### src/rtl/bus_cpu8.sv
module bus_cpu8 #(
  parameter int DW   = 8,
  parameter int NREG = 8
) (
  input  logic          clk,
  input  logic          rst,
  input  logic          run,
  input  logic [DW-1:0] din,
  output logic          done,
  output logic [DW-1:0] bus
);
  localparam int RW = $clog2(NREG);
  localparam int IW = 2 + 2*RW;

  logic [IW-1:0] ir;
  logic [1:0]    step;
  logic          busy;
  logic [DW-1:0] regs [NREG];
  logic [DW-1:0] a_q, b_q, bus_w;

  logic [1:0]    op;
  logic [RW-1:0] fx, fy;
  logic          s0, s1, s2;
  logic          rx_out, ry_out, din_oe, b_oe, a_in, b_in, asub, rx_in;
  logic [NREG-1:0] dx, dy, reg_oe, reg_ld;

  assign op = ir[IW-1 -: 2];
  assign fx = ir[2*RW-1 -: RW];
  assign fy = ir[RW-1:0];

  assign s0 = busy & (step == 2'd0);
  assign s1 = busy & (step == 2'd1);
  assign s2 = busy & (step == 2'd2);

  assign rx_out = op[0] & s0;
  assign a_in   = op[0] & s0;
  assign ry_out = (~op[0] & ~op[1] & s0) | (op[0] & s1);
  assign din_oe = ~op[0] & op[1] & s0;
  assign b_in   = op[0] & s1;
  assign asub   = op[0] & op[1] & s1;
  assign b_oe   = op[0] & s2;
  assign rx_in  = (~op[0] & s0) | (op[0] & s2);
  assign done   = rx_in;

  for (genvar i = 0; i < NREG; i++) begin : g_reg
    assign dx[i]     = (fx == RW'(i));
    assign dy[i]     = (fy == RW'(i));
    assign reg_oe[i] = (rx_out & dx[i]) | (ry_out & dy[i]);
    assign reg_ld[i] = rx_in & dx[i];
    always_ff @(posedge clk) begin
      if (rst)            regs[i] <= '0;
      else if (reg_ld[i]) regs[i] <= bus_w;
    end
  end

  always_comb begin
    bus_w = '0;
    for (int i = 0; i < NREG; i++)
      if (reg_oe[i]) bus_w = bus_w | regs[i];
    if (din_oe) bus_w = bus_w | din;
    if (b_oe)   bus_w = bus_w | b_q;
  end

  assign bus = bus_w;

  always_ff @(posedge clk) begin
    if (rst) begin
      busy <= 1'b0;
      step <= 2'd0;
      ir   <= '0;
      a_q  <= '0;
      b_q  <= '0;
    end else begin
      if (!busy) begin
        step <= 2'd0;
        if (run) begin
          ir   <= din[IW-1:0];
          busy <= 1'b1;
        end
      end else if (done) begin
        busy <= 1'b0;
        step <= 2'd0;
      end else begin
        step <= step + 2'd1;
      end
      if (a_in) a_q <= bus_w;
      if (b_in) b_q <= asub ? a_q - bus_w : a_q + bus_w;
    end
  end
endmodule

### config.mk
export PLATFORM = sky130hd
export DESIGN_NAME = bus_cpu8
export DESIGN_NICKNAME = d
export VERILOG_FILES = /design/src/rtl/bus_cpu8.sv
export SDC_FILE = /design/constraint.sdc
export NUM_CORES = 1
export LEC_CHECK = 0
export CORE_ASPECT_RATIO = 0.7
export CORE_MARGIN = 2
export CORE_UTILIZATION = 30
export DETAILED_ROUTE_END_ITERATION = 8
export PLACE_DENSITY = 0.52
export SLEW_MARGIN = 20
export SYNTH_ARGS = -nofsm -noshare
export SYNTH_HDL_FRONTEND = slang
export SYNTH_SLANG_ARGS = --single-unit
### constraint.sdc
create_clock -name clk -period 4.15 [get_ports clk]
set_input_delay 0.83 -clock clk [delete_from_list [all_inputs] [get_ports clk]]
set_output_delay 0.83 -clock clk [all_outputs]
set_load 0.05 [all_outputs]
* Word level (Yosys, flattened, before mapping) *
Memories as Yosys holds them, arrays and structs flattened.
Index checks and enable logic that the tools add are counted.

word-level totals
  ROM bits = 0
  memories = 1
  logic and storage cells = 145
  input port bits = 11
  flip-flop bits (word level) = 27
  RAM bits = 64
  output and inout bits = 9
  latch bits = 0

memory list
  memory  depth  width  read ports  clocked after Yosys merged registers in  write ports  line  text
  regs    8      8      8           0                                        8            18    logic [DW-1:0] regs [NREG];

operators by class
  eq/ne operators = 16
  add/sub/neg operators = 3
  $lt $le $gt $ge = 0
  multiply operators = 0
  reductions and logical operators = 5
  multiplexer cells = 48
  div/mod/pow operators = 0
  shift-type cells = 0
  bitwise gates (word level) = 67

operators with widths
  kind                                                  number
  2-to-1 mux 8 bit                                      19
  bitwise OR 8 bit                                      9
  bitwise AND 1 bit                                     37
  2-to-1 mux 1 bit                                      29
  equality test 3 bit (second input constant)           8
  bitwise OR 1 bit                                      18
  equality test 3 x 2 -> 1 bit (second input constant)  4
  adder 8 bit                                           1
  subtractor 8 bit                                      1
  equality test 3 x 1 -> 1 bit (second input constant)  2
  zero test 3 bit                                       2
  NOT 1 bit                                             3
  OR reduction 3 bit                                    1
  adder 2 x 1 -> 2 bit (second input constant)          1
  equality test 2 x 1 -> 1 bit (second input constant)  1
  equality test 2 bit (second input constant)           1
  zero test 2 bit                                       1
  AND reduction 2 bit                                   1

* Longest topological paths before layout *
  word-level depth = 27
  gate-level depth with buffers = 23
  mapped depth without buffers = 20

* Worst setup path before layout *
OpenSTA, ideal clock, no wires.

  path kind = register to register
  start point = register step[0]
  end point = register b_q[7]
  data arrival time = 3.912 ns
  setup slack = 0.150 ns
  stages on the path, launching flop included = 22
  setup time = 0.088 ns
  data required time = 4.062 ns
  period minus slack after synthesis = 4.000 ns
  path buffers = 3
  cells stage by stage = dfxtp_1 inv_1 ha_1 and4_1 buf_2 buf_6 nand3_1 nand2_1 a2111oi_2 and2_1 clkbuf_1 ha_1 nand2_1 o21a_1 ha_1 nor2b_1 o21ai_0 a21oi_1 o41ai_1 xnor3_1 xor2_1 o31ai_1

on the way
  cells in the longest elaborated chain, start to end = 27
  elaborated cells on any way between the ends = 59
  classes of those cells = add/sub (2); eq/ne (2); mux (11); bitwise (43); reduce/logical (1)

ends and longest elaborated chain
  item                                                             line    text
  start: declaration                                               16      logic [1:0] step;
  start signal: assignment                                         84      step <= step + 2'd1;
  equality test 2 x 1 -> 1 bit or zero test 2 bit (tied branches)  32, 31
  bitwise AND 1 bit (on tied branches)                             32, 31
  bitwise AND 1 bit (on tied branches)                             37, 39
  bitwise OR 1 bit                                                 37      assign ry_out = (~op[0] & ~op[1] & s0) | (op[0] & s1);
  bitwise AND 1 bit                                                48      assign reg_oe[i] = (rx_out & dx[i]) | (ry_out & dy[i]);
  bitwise OR 1 bit                                                 48
  2-to-1 mux 8 bit                                                 59      if (reg_oe[i]) bus_w = bus_w | regs[i];
  bitwise OR 8 bit                                                 59
  [11 not listed]                                                  -
  bitwise OR 8 bit                                                 59
  2-to-1 mux 8 bit                                                 59
  bitwise OR 8 bit                                                 60      if (din_oe) bus_w = bus_w | din;
  2-to-1 mux 8 bit                                                 60
  bitwise OR 8 bit                                                 61      if (b_oe) bus_w = bus_w | b_q;
  2-to-1 mux 8 bit                                                 61
  adder 8 bit or subtractor 8 bit (tied branches)                  87      if (b_in) b_q <= asub ? a_q - bus_w : a_q + bus_w;
  2-to-1 mux 8 bit                                                 87
  end signal: assignment                                           87
  end: declaration                                                 19      logic [DW-1:0] a_q, b_q, bus_w;

Parallel ways exist; a longest one is shown, timed or not.
A chain may end at the register's enable or synchronous reset.

* Worst setup path after layout *
Same ends and word-level chain as after synthesis.

==> impl_metrics.tcl <==
set metrics [dict create \
    run_status "completed" \
    synth_seq_cells 91 \
    cts_sinks 91 \
    antenna_found_initial 0 \
    io_pins 20 \
    cts_tree "done" \
    vias_per_cell 5.484 \
    instances_no_fill 795 \
    ir_drop_mv 0.1834 \
    cts_buffers 9 \
    placedCellCount 778 \
    ys_types 61 \
    synth_edf_count 64 \
    netlist.top_cell.by_area "edfxtp_1" \
    die_area_mm2 0.01824 \
    final_common_cell "nor2_1" \
    power_uw 2327 \
    final_cell_area_mm2 0.006078 \
    first_iter_violations 441 \
    htreeDepth 3 \
    dieHeight_um 113.6 \
    end_kind "flip-flop" \
    period_needed_ps 3924 \
    dp_hpwl_um 13400 \
    dp_slack_ps -296.7 \
    mostFrequentLayoutCells "85 x nor2_1, 64 x edfxtp_1, 52 x buf_4, 47 x nand3_1, 47 x nand2_1" \
    grt_pass1_vias 4089 \
    synth_top_area_frac 0.3734 \
    clk_pin_slew_ps 70 \
    critPathRequiredTime_ps 4420 \
    grt_overflow 0 \
    drc 0 \
    synthArstFlopShare 0 \
    cts_hold_buf 0 \
    final-hold-violation-count 0 \
    ys_seq_area_frac 0.4784 \
    post_drt_wl_per_cell_um 21.77 \
    design.core.area_mm2 0.01697 \
    fin_skew_ps 8.341 \
    ys.flop_type "edfxtp_1" \
    setup_viol 0 \
    yosys_warnings 0 \
    root_buffer "clkbuf_16" \
    grt_pass1_wl_um 26010 \
    drive_gt1_frac 0.1897 \
    rows 40 \
    worst_hold_slack_ps 468.1 \
    drtAntennaViolNets 0 \
    crit_type "reg2reg" \
    vias 4360 \
    critical_path_arrival_ps 4190 \
    fmax_mhz 254.8 \
    synthCells 526 \
    portBuffers 19 \
    die_x_um 160.6 \
    gp_congestion 0.9283 \
    grt_usage 0.1942 \
    area_growth_pct 18.08 \
    dr.pass1.iters 5 \
    maxCapViolCount 0 \
    place_area_mm2 0.005727 \
    worstSkewPairLatency_ps 360 \
    tightestPinTransition_ps 701.5 \
    drt_wl_total_um 17310 \
    netlist_area_mm2 0.005147 \
    start_util 0.3034 \
    drv_slew 0 \
    holdCritPathClass "reg2reg" \
    post-route-period-util 0.9457 \
    nNetsFinal 582 \
    start_kind "flip-flop" \
    crit_fanout 7 \
    syn_avg_cell_area_um2 9.786 \
    p_leak_uw 0.002241 \
    diodes 0 \
    cts_buffer_depth 2 \
    synth_nets 549 \
    synth_area_leaders "edfxtp_1 37%, dfxtp_1 11%, nor2_1 6.2%, nand3_1 4.7%, nand2_1 3.4%" \
    layout_setup_ws_ps 225.5 \
    grt_max_degree 29 \
    relSlewSlack 0.5284 \
    power_density_mw_per_mm2 382.8 \
]
==> critical path, stage by stage (launching register included) <==
cell and delay (ps):
dfxtp_1 340, inv_1 60, ha_2 220, and4b_1 240, buf_4 170, a22oi_2 250, o211ai_1 190, nor3_4 310
buf_4 180, nand3_2 120, buf_4 170, o21ai_1 170, xnor2_1 90, ha_1 350, nor3_2 180, nor2_1 80
o41ai_2 50, xnor3_1 270, xor2_1 150, o31ai_1 230
==> cells in the mapped netlist, types with 2 or more instances <==
cell,instances
nor2_1,85
edfxtp_1,64
nand3_1,48
nand2_1,47
dfxtp_1,27
clkbuf_1,24
inv_1,20
a21oi_1,18
mux2_2,14
a211oi_1,12
a22oi_1,12
ha_1,11
nand4_1,11
a21o_1,9
buf_2,9
nor2b_1,9
o21ai_0,9
mux2i_1,7
nor3_1,7
xnor2_1,7
mux4_2,6
and2_1,4
and3_1,4
buf_4,4
a221oi_1,3
buf_6,3
nand2b_1,3
o211ai_1,3
o22ai_1,3
xor2_1,3
a21boi_1,2
a22o_1,2
a32o_1,2
a32oi_1,2
and4b_1,2
nand3b_1,2
o21ai_1,2
o311ai_1,2
o31ai_1,2
==> flip-flops by register name, summed over array words and instances (netlist names) <==
signal	flops
ir	8
b_q	8
step	2
regs	64
busy	1
a_q	8
==> what timing repair did <==
action / CTS / global route
resized for setup: 2 / 15
hold endpoints to repair: 0 / 0
pin swaps: 0 / 7
setup buffers: 0 / 1
endpoints found under the setup margin: 1 / 2
==> area by class of cell <==
class	instances	area, um^2
repair buffers	63	500.5
inverters	21	78.83
clock buffers	9	225.2
fillers	1723	10890
multi-input cells	373	2464
flip-flops and latches	91	2462
well taps	231	289.0
clock inverters	7	58.81
==> stage by stage <==
step / utilization / TNS (ps)
after floorplan: - / 0
after global placement: 0.3375 / -326.9
after detailed placement: 0.3375 / -349.7
after CTS: 0.3549 / 0
after global routing: 0.3583 / -31.66
final: 0.3583 / 0
==> layer usage <==
metal,track usage,wire length [um],part of all wire,vias to the layer above
li1,-,-,-,1971
met1,0.3055,8927,0.52,2187
met2,0.2583,6708,0.39,185
met3,0.05782,1528,0.088,17
met4,0.03724,143,0.0083,0
met5,0,0,0,-
==> where the power goes <==
part | internal, uW | switching, uW
Combinational | 194 | 280
Sequential | 1010 | 38.2
Clock | 418 | 391
==> cells by family (layout without fill, tap and decap cells) <==
family	after synthesis	count (layout)	share of synthesized area
fa+ha+maj	12	12	0.03063
compound gates	91	91	0.1254
simple gates	232	232	0.2190
mux	27	27	0.07049
flops	91	91	0.4784
xor+xnor	11	11	0.02139
buf+inv	62	100	0.05469
==> worst paths after layout <==
path	from	end	slack [ps]	cells after the start
max	step[0]	b_q[7]	230	19
min	b_q[5]	b_q[5]	470	2
max reg2reg	step[0]	b_q[7]	230	19
min reg2reg	b_q[5]	b_q[5]	470	2
No activity file was read; power rests on OpenSTA's default activity.
